$ cat src/rtl/ext_irq_pkg.sv
package ext_irq_pkg;

    typedef enum logic [1:0] {
        TRG_FILL     = 2'd0,
        TRG_DISARMED = 2'd1,
        TRG_ARMED    = 2'd2
    } trg_state_e;

    typedef enum logic {
        LAT_IDLE = 1'b0,
        LAT_PEND = 1'b1
    } lat_state_e;

    localparam int REG_W     = 8;
    localparam int WR_W      = 2;
    localparam int BIT_EN    = 0;
    localparam int BIT_ACK   = 1;
    localparam int BIT_FLAG  = 7;

endpackage

$ cat src/rtl/ext_irq_sync.sv
module ext_irq_sync #(
    parameter int W      = 5,
    parameter int STAGES = 2
) (
    input  logic         clk,
    input  logic         rst_n,
    input  logic [W-1:0] async_i,
    output logic [W-1:0] sync_o
);
    // Each bit gets its own chain; reset value is the inactive (high) level.
    for (genvar b = 0; b < W; b++) begin : g_bit
        logic [STAGES-1:0] chain_q;
        always_ff @(posedge clk or negedge rst_n) begin
            if (!rst_n) begin
                chain_q <= '1;
            end else begin
                chain_q <= {chain_q[STAGES-2:0], async_i[b]};
            end
        end
        assign sync_o[b] = chain_q[STAGES-1];
    end
endmodule

$ cat src/rtl/ext_irq_trigger.sv
module ext_irq_trigger
    import ext_irq_pkg::*;
#(
    parameter int STAGES = 2
) (
    input  logic clk,
    input  logic rst_n,
    input  logic mode_level_i,
    input  logic line_high_i,
    output logic fall_o,
    output logic set_o
);
    localparam int CNT_W = $clog2(STAGES + 1);
    localparam logic [CNT_W-1:0] FILL_LAST = CNT_W'(STAGES - 1);

    trg_state_e       state_q, state_d;
    logic [CNT_W-1:0] fill_cnt_q;

    // State register process
    always_ff @(posedge clk or negedge rst_n) begin
        if (!rst_n) begin
            state_q    <= TRG_FILL;
            fill_cnt_q <= '0;
        end else begin
            state_q <= state_d;
            if (state_q == TRG_FILL) begin
                fill_cnt_q <= fill_cnt_q + CNT_W'(1);
            end
        end
    end

    // Next-state logic
    always_comb begin
        state_d = state_q;
        unique case (state_q)
            TRG_FILL:     if (fill_cnt_q == FILL_LAST) state_d = TRG_DISARMED;
            TRG_DISARMED: if (line_high_i)             state_d = TRG_ARMED;
            TRG_ARMED:    if (!line_high_i)            state_d = TRG_DISARMED;
            default:                                   state_d = TRG_FILL;
        endcase
    end

    // Output process
    always_comb begin
        fall_o = 1'b0;
        set_o  = 1'b0;
        unique case (state_q)
            TRG_FILL: begin
                fall_o = 1'b0;
                set_o  = 1'b0;
            end
            TRG_DISARMED: begin
                fall_o = 1'b0;
                set_o  = mode_level_i && !line_high_i;
            end
            TRG_ARMED: begin
                fall_o = !line_high_i;
                set_o  = !line_high_i;
            end
            default: begin
                fall_o = 1'b0;
                set_o  = 1'b0;
            end
        endcase
    end

    // an edge is reported only after the line was seen high
    a_r3_edge_needs_high: assert property (@(posedge clk) disable iff (!rst_n)
        fall_o |-> $past(line_high_i));

    // a held-low line yields one edge only
    a_r3_edge_single: assert property (@(posedge clk) disable iff (!rst_n)
        fall_o |=> !fall_o);

endmodule

$ cat src/rtl/ext_irq_req_latch.sv
module ext_irq_req_latch
    import ext_irq_pkg::*;
(
    input  logic clk,
    input  logic rst_n,
    input  logic set_i,
    input  logic clr_i,
    output logic pend_o
);
    lat_state_e state_q, state_d;

    // State register process
    always_ff @(posedge clk or negedge rst_n) begin
        if (!rst_n) state_q <= LAT_IDLE;
        else        state_q <= state_d;
    end

    // Next-state logic: clear has priority
    always_comb begin
        state_d = state_q;
        unique case (state_q)
            LAT_IDLE: if (set_i && !clr_i) state_d = LAT_PEND;
            LAT_PEND: if (clr_i)           state_d = LAT_IDLE;
            default:                       state_d = LAT_IDLE;
        endcase
    end

    // Output process
    always_comb begin
        pend_o = (state_q == LAT_PEND);
    end

    a_r7_clear_wins: assert property (@(posedge clk) disable iff (!rst_n)
        clr_i |=> !pend_o);

    a_r2_set_fills: assert property (@(posedge clk) disable iff (!rst_n)
        (set_i && !clr_i) |=> pend_o);

    a_r7_hold_until_clear: assert property (@(posedge clk) disable iff (!rst_n)
        (pend_o && !clr_i) |=> pend_o);

endmodule

$ cat src/rtl/ext_irq_ctrl_reg.sv
module ext_irq_ctrl_reg
    import ext_irq_pkg::*;
(
    input  logic            clk,
    input  logic            rst_n,
    input  logic            wr_i,
    input  logic [WR_W-1:0] wdata_i,
    input  logic            pend_i,
    output logic            en_o,
    output logic            ack_o,
    output logic [REG_W-1:0] rdata_o
);
    logic en_q;

    always_ff @(posedge clk or negedge rst_n) begin
        if (!rst_n)    en_q <= 1'b0;
        else if (wr_i) en_q <= wdata_i[BIT_EN];
    end

    always_comb begin
        ack_o             = wr_i && wdata_i[BIT_ACK];
        en_o              = en_q;
        rdata_o           = '0;
        rdata_o[BIT_EN]   = en_q;
        rdata_o[BIT_FLAG] = pend_i;
    end

    a_r8_ack_clears: assert property (@(posedge clk) disable iff (!rst_n)
        ack_o |=> !rdata_o[BIT_FLAG]);

endmodule

$ cat src/rtl/ext_irq_latch.sv
module ext_irq_latch
    import ext_irq_pkg::*;
#(
    parameter int NPORT  = 4,
    parameter int STAGES = 2
) (
    input  logic             clk,
    input  logic             rst_n,
    input  logic             mode_level_i,
    input  logic             irq_pin_n_i,
    input  logic [NPORT-1:0] port_pin_n_i,
    input  logic             vec_fetch_i,
    input  logic             reg_wr_i,
    input  logic [WR_W-1:0]  reg_wdata_i,
    output logic [REG_W-1:0] reg_rdata_o,
    output logic             irq_req_o
);
    localparam int NIN = NPORT + 1;

    logic           mode_q;
    logic [NIN-1:0] sync_n;
    logic           line_high;
    logic           fall, set_req, pend, en, ack;

    // Mode is loaded only while reset is held
    always_ff @(posedge clk) begin
        if (!rst_n) mode_q <= mode_level_i;
    end

    ext_irq_sync #(.W(NIN), .STAGES(STAGES)) u_sync (
        .clk    (clk),
        .rst_n  (rst_n),
        .async_i({port_pin_n_i, irq_pin_n_i}),
        .sync_o (sync_n)
    );

    // Wired combination: any low input makes the line low
    assign line_high = &sync_n;

    ext_irq_trigger #(.STAGES(STAGES)) u_trig (
        .clk         (clk),
        .rst_n       (rst_n),
        .mode_level_i(mode_q),
        .line_high_i (line_high),
        .fall_o      (fall),
        .set_o       (set_req)
    );

    ext_irq_req_latch u_lat (
        .clk   (clk),
        .rst_n (rst_n),
        .set_i (set_req),
        .clr_i (vec_fetch_i || ack),
        .pend_o(pend)
    );

    ext_irq_ctrl_reg u_reg (
        .clk    (clk),
        .rst_n  (rst_n),
        .wr_i   (reg_wr_i),
        .wdata_i(reg_wdata_i),
        .pend_i (pend),
        .en_o   (en),
        .ack_o  (ack),
        .rdata_o(reg_rdata_o)
    );

    assign irq_req_o = pend && en;

    a_r10_mode_fixed: assert property (@(posedge clk) disable iff (!rst_n)
        $stable(mode_q));

    a_r9_req_needs_flag_and_en: assert property (@(posedge clk) disable iff (!rst_n)
        irq_req_o |-> (reg_rdata_o[BIT_FLAG] && reg_rdata_o[BIT_EN]));

    a_r5_level_relatch: assert property (@(posedge clk) disable iff (!rst_n)
        (mode_q && set_req && !vec_fetch_i && !ack) |=> reg_rdata_o[BIT_FLAG]);

endmodule

$ cat config.mk
export PLATFORM = sky130hd
export DESIGN_NAME = ext_irq_latch
export DESIGN_NICKNAME = d
export VERILOG_FILES = /design/src/rtl/ext_irq_pkg.sv /design/src/rtl/ext_irq_sync.sv /design/src/rtl/ext_irq_trigger.sv /design/src/rtl/ext_irq_req_latch.sv /design/src/rtl/ext_irq_ctrl_reg.sv /design/src/rtl/ext_irq_latch.sv
export SDC_FILE = /design/constraint.sdc
export NUM_CORES = 1
export LEC_CHECK = 0
export ABC_AREA = 1
export ABC_CLOCK_PERIOD_IN_PS = 2700
export BUFFER_PORTS_ARGS = -buffer_cell sky130_fd_sc_hd__buf_2
export CAP_MARGIN = 25
export CELL_PAD_IN_SITES_DETAIL_PLACEMENT = 0
export CELL_PAD_IN_SITES_GLOBAL_PLACEMENT = 1
export CORE_AREA = 2 2 41 58
export DETAILED_ROUTE_END_ITERATION = 8
export DIE_AREA = 0 0 43 60
export GPL_TIMING_DRIVEN = 0
export PLACE_DENSITY_LB_ADDON = 0.1
export SLEW_MARGIN = 20
export SYNTH_ARGS = -nofsm -noshare
export SYNTH_HDL_FRONTEND = slang
export SYNTH_HIERARCHICAL = 1
export SYNTH_SLANG_ARGS = --single-unit
$ cat constraint.sdc
create_clock -name clk -period 2.7 [get_ports clk]
set_input_delay 0.27 -clock clk [delete_from_list [all_inputs] [get_ports clk]]
set_output_delay 0.27 -clock clk [all_outputs]
set_load 0.02 [all_outputs]
==> run metrics, run 1 <==
clock skew=1.52 ps; worst IR drop on VDD=0.000337 V; gr ovfl total=0; CP Launch Type=register; clk buf depth=2; CTS sink cnt=17; slowest stage delay, CP=530 ps; hold buffers post-CTS=1; layout cells sized above 1=42.7%; FMAX=745 MHz; NumNets Final=122; clock-pin slew on the worst setup and hold paths=100 ps; first-pass detailed-route iteration total=4; Max Cap Violations=0; crit path max fanout=3; CP Capture Type=register; Hold Path Class=in -> reg; Setup Buffers After CTS=0; chip height=60 um; Hold WS=71.4 ps; Critical Path Slowest Stage Cell=dfstp_2; Rows=20; min-delay src=port_pin_n_i[0]; Final Max Slew Viols=0; post-synthesis cell count=79; total track usage=9.96%; status=finished, final reports clean; I/O Buffers=14; DP Area=921 um^2; initial DRC count=14; I/O pins=21; Setup Crit Path Kind=reg -> reg; endpoints failing setup=0; r2r setup slk=1360 ps; RR Startpoint=u_sync/g_bit[3].chain_q[1]; RSZ-0062 raised after global routing=false; CTS Root Cell=clkbuf_4; DR DRC count=0; via count=515; Ant. Diodes=0; area grow syn2layout=19.3%; gpl congestion=0.652; Yosys warning total=6; crit-path cells=buf_4 > nand3_1 > nor2_1 > inv_1 > nand2_1 > nand3_2 > nand2_1 > nand2_1; cell mode on critical path=nand2_1; vias in the first global route=477; die area=2580 um^2; drt total wl=1020 um; CTS tree=done; setup_tns=0 ps; die width=43 um; Avg Cell Area, Syn=10.2 um^2; CTS buffer count=3; PwrDens=768 nW/um^2; crit path DAT=1520 ps; DR WL/cell=8.13 um; DR vias/cell=4.12; initial core utilization=38.3%; worst-skew pair later-pin latency=280 ps; Resize count post-CTS=0; # H-tree levels=1; P_leak=0.533 nW; initial antenna violation count=0; critical path startpoint=u_sync/g_bit[3].chain_q[1]; hpwl dp=844 um; Final Instance Area=960 um^2; CP top delay family=flip-flops; Final period util=49.7%; Finished Core Util=45.7%; Buf/Inv on CP=2; post-route ant nets=0; CP Data Required Time=2880 ps; largest net degree at the start of global routing=18; first-pass GRT wire length=1840 um; Core ar.=2100 um^2; Final min period=1340 ps; Mapped Area=805 um^2; Hold Vio Cnt, Final=0
## layer usage
| layer | vias to the layer above | share of wire [%] | GRT usage, % |
|---|---|---|---|
| met1 | 236 | 35 | 10.4 |
| met5 | - | 0 | 0 |
| li1 | 265 | - | - |
| met3 | 2 | 4.0 | 2.72 |
| met4 | 0 | 1.6 | 7.79 |
| met2 | 12 | 59 | 16.7 |
## worst reg2reg max path, cell delays in order, from the launching register on
cell	delay (ps)
dfstp_2	530
buf_4	90
nand3_1	60
nor2_1	150
inv_1	90
nand2_1	120
nand3_2	90
nand2_1	60
nand2_1	50
## flip-flops by register name, indices dropped and copies added, names as in the netlist
register and count:
u_reg/en_o 1, u_lat/pend_o 1, u_trig/fill_cnt_q 2, u_trig/state_q 2, u_sync/g_bit.chain_q 10, mode_q 1
## cells in the final DEF, fill, tap and decap left out
cell and n:
nand4_1 1, conb_1 6, buf_4 13, inv_2 1, nand2_1 14, dfrtp_1 6, ha_1 6, or2_1 1
dfstp_2 10, o21ai_0 1, nand3_2 1, edfxtp_1 1, xor2_1 1, buf_2 14, nand3_1 3, clkbuf_4 3
nor2_1 7, dlygate4sd3_1 1, inv_4 1, inv_1 10, nand2_2 1, a21boi_0 1
## path summary, 6_finish.rpt
kind | endpoint | depth (start not counted)
worst max-delay path | u_trig/state_q[0] | 8
worst min-delay path | u_sync/g_bit[1].chain_q[0] | 1
worst max register to register | u_trig/state_q[0] | 8
worst min register to register | u_sync/g_bit[1].chain_q[1] | 0
max in group asynchronous | u_sync/g_bit[0].chain_q[0] | 2
min in group asynchronous | u_trig/state_q[0] | 2
## final cells by class
type / count / area [um^2]
repair buffers: 15 / 80.1
fillers: 206 / 1140
flip-flops and latches: 17 / 443
clock inverters: 1 / 6.26
plain buffers: 13 / 97.6
multi-input cells: 43 / 241
inverters: 11 / 41.3
well taps: 22 / 27.5
clock buffers: 3 / 22.5
## where the power goes
part	leakage [nW]	total, W	internal, W	switching (W)
sequential	0.190	0.000340	0.000308	0.0000319
combinational	0.325	0.000261	0.000113	0.000148
clock	0.0183	0.000136	0.0000570	0.0000791
## metrics by stage
step	worst slack [ps]	total power [W]	instances
6_report	1360	0.000737	125
5_1_grt	1210	0.000819	125
4_1_cts	1310	0.000756	125
3_5_place_dp	1340	0.000610	120
3_3_place_gp	1350	0.000604	120
2_1_floorplan	1460	0.000546	84
Power figures use the tool's default switching activity.
==> run 2, diff against run 1 <==
--- a/config.mk
+++ b/config.mk
@@ -6,14 +6,14 @@
 export NUM_CORES = 1
 export LEC_CHECK = 0
 export ABC_AREA = 1
-export ABC_CLOCK_PERIOD_IN_PS = 2700
+export ABC_CLOCK_PERIOD_IN_PS = 1100
 export BUFFER_PORTS_ARGS = -buffer_cell sky130_fd_sc_hd__buf_2
 export CAP_MARGIN = 25
 export CELL_PAD_IN_SITES_DETAIL_PLACEMENT = 0
 export CELL_PAD_IN_SITES_GLOBAL_PLACEMENT = 1
-export CORE_AREA = 2 2 41 58
+export CORE_AREA = 2 2 45 63
 export DETAILED_ROUTE_END_ITERATION = 8
-export DIE_AREA = 0 0 43 60
+export DIE_AREA = 0 0 47 65
 export GPL_TIMING_DRIVEN = 0
 export PLACE_DENSITY_LB_ADDON = 0.1
 export SLEW_MARGIN = 20
==> constraint.sdc (replaced) <==
create_clock -name clk -period 1.1 [get_ports clk]
set_input_delay 0.11 -clock clk [delete_from_list [all_inputs] [get_ports clk]]
set_output_delay 0.11 -clock clk [all_outputs]
set_load 0.02 [all_outputs]
==> run 2 against run 1 <==
  * The flow now finishes with violations (negative setup slack)
  * Combinational power increased to 3.7 times the previous value
  * First-iteration DRC count is 29% lower
  * Final cell count up 16%
  * Worst hold slack got worse by 48 ps
  * Final area rose by 19%
  * Clock skew increased by 2.2 ps
  * Sequential share of layout area shrank 7.4 points
  * Non-clock buffer count is 6 higher
  * Critical endpoint is now u_lat/pend_o
==> run metrics, run 2 (synthesis gave the netlist of run 1 again) <==
Rows=22 (+10%); drt total wl=1170 um (+15%); Hold Path Class=in -> reg; violated checks=negative setup slack; hpwl dp=861 um (+1.9%); post-route ant nets=0 (unchanged); Final Max Slew Viols=0 (unchanged); die width=47 um (+9.3%); Worst Hold Depth=3 (+2); crit-path cells=nand3_4 > nor2_4 > inv_2 > nand2_1 > a21boi_2 > nor2_1 > nor2_1; critical path startpoint=u_sync/g_bit[4].chain_q[1]; DR DRC count=0 (unchanged); P_leak=0.570 nW (+7.0%); CTS sink cnt=17 (unchanged); layout cells sized above 1=53.2% (+10 points); RR Startpoint=u_sync/g_bit[4].chain_q[1]; GRT Max-Usage Layer=met2; via count=541 (+5.0%); first-pass detailed-route iteration total=5 (+1); CP Data Required Time=1280 ps (-1600 ps); post-route setup slack=-58.2 ps (-1420 ps); area grow syn2layout=42.3%; Setup Crit Path Kind=reg -> reg; max FFs per register=10 (unchanged); hold endpoint=u_reg/en_o; grt met2 use=17.1% (+0.46 points); I/O Buffers=14 (unchanged); Critical Path Slowest Stage Cell=dfstp_2; cell mode on critical path=nor2_1; initial core utilization=31.8% (-6.5 points); CP Launch Type=register; clock-pin slew on the worst setup and hold paths=90 ps (about the same); min-delay src=reg_wdata_i[0]; first-pass GRT wire length=2170 um (+18%); gr ovfl total=0 (unchanged); worst-skew pair later-pin latency=280 ps (about the same); GR Util met1=10.5% (+0.035 points); Final period util=105% (+56 points); biggest regs=u_sync/g_bit.chain_q: 10 flops, u_trig/fill_cnt_q: 2 flops, u_trig/state_q: 2 flops; R2R cell count=7 (-1); CP Capture Type=register; chip height=65 um (+8.3%); endpoints failing setup=3 (+3); commonest non-fill, non-tap cells in the layout=12 x nand2_1, 11 x buf_2, 11 x buf_4; CTS buffer count=3 (unchanged); Final min period=1160 ps (-183 ps); initial DRC count=10 (-4); crit path max fanout=3 (unchanged); Hold WS=23.6 ps (-47.8 ps); DR WL/cell=8.08 um (-0.64%); CP top delay family=flip-flops; RSZ-0062 raised after global routing=true; FMAX=863 MHz (+16%); crit path DAT=1340 ps (-180 ps); total track usage=10.3% (+0.32 points); Reg-to-Reg End=u_lat/pend_o; Max Cap Violations=0 (unchanged); vias in the first global route=546 (+14%); clock skew=3.74 ps (+2.22 ps); Core ar.=2530 um^2 (+20%); NumNets Final=128 (+4.9%); CTS tree=done; Ant. Diodes=0 (unchanged); initial antenna violation count=0 (unchanged); DR vias/cell=3.73 (-9.4%); setup_tns=-137 ps (-137 ps); Fillers=258 (+25%); largest net degree at the start of global routing=18 (unchanged); Most flops, register=u_sync/g_bit.chain_q; grt met3 use=1.67% (-1.0 points); I/O pins=21 (unchanged); slowest stage delay, CP=550 ps (+20 ps); # H-tree levels=1 (unchanged); commonest non-fill, non-tap cell in the layout=nand2_1; PwrDens=1860 nW/um^2 (+140%); r2r setup slk=-60 ps (-1420 ps); status=complete, but fails checks; Hold Vio Cnt, Final=0 (unchanged); clk buf depth=2 (unchanged); die area=3060 um^2 (+18%); Buf/Inv on CP=1 (-1); worst IR drop on VDD=0.000816 V (+140%); gpl congestion=0.759 (+16%); CTS Root Cell=clkbuf_4
==> run 2: worst register-to-register path, cell delays in order, from the launching register on <==
cell and delay [ps]:
dfstp_2 550, nand3_4 80, nor2_4 100, inv_2 70, nand2_1 80, a21boi_2 60, nor2_1 80, nor2_1 40
==> run 2: worst max path at each step <==
stage | endpoint | slack (ps) | cells past startpoint
after floorplan | u_lat/pend_o | -70 | 8
after global placement | u_lat/pend_o | -140 | 8
after detailed placement | u_lat/pend_o | -160 | 8
after CTS | u_trig/state_q[0] | -80 | 7
after global routing | u_trig/state_q[0] | -160 | 7
final | u_lat/pend_o | -60 | 7
==> run 2: repair_timing <==
action / 4_1_cts / 5_1_grt
pin swaps: 3 / 3
endpoints found under the hold margin: 12 / 0
setup buffers: 4 / 1
setup endpoints to repair: 5 / 6
gates resized for setup: 11 / 12
hold buffers: 7 / 0
==> run 2: final cells by class <==
type                       count  area [um^2]  area share, %
buffer                         8         67.6           5.90
clock inverter                 1         5.00          0.437
multi-input combinational     43          323           28.2
inverter                      11         41.3           3.61
sequential                    17          444           38.8
clock buffer                   3         22.5           1.97
tap                           36         45.0           3.93
timing repair buffer          26          196           17.2
==> run 2: per-stage QoR <==
step / cell area (um^2) / instances / setup WS (ps) / total power (W) / utilization, %
finish: 1140 / 145 / -58.2 / 0.00213 / 45.2
CTS: 1080 / 144 / -80.2 / 0.00201 / 42.8
floorplan: 855 / 84 / -74.2 / 0.00137 / -
detailed placement: 970 / 134 / -156 / 0.00153 / 38.3
global placement: 970 / 134 / -144 / 0.00152 / 38.3
global route: 1140 / 145 / -155 / 0.00235 / 45.2
==> run 2: report_power, final <==
group          internal (W)  total, W  switching (W)
clock              0.000135  0.000318       0.000183
sequential         0.000762  0.000850      0.0000882
combinational      0.000502  0.000967       0.000464
==> run 2: routing by layer <==
layer  share of wire (%)  vias up
met3                 3.5        2
met2                  55       13
li1                    -      278
met1                  40      248
met4                 1.6        0
met5                   0        -
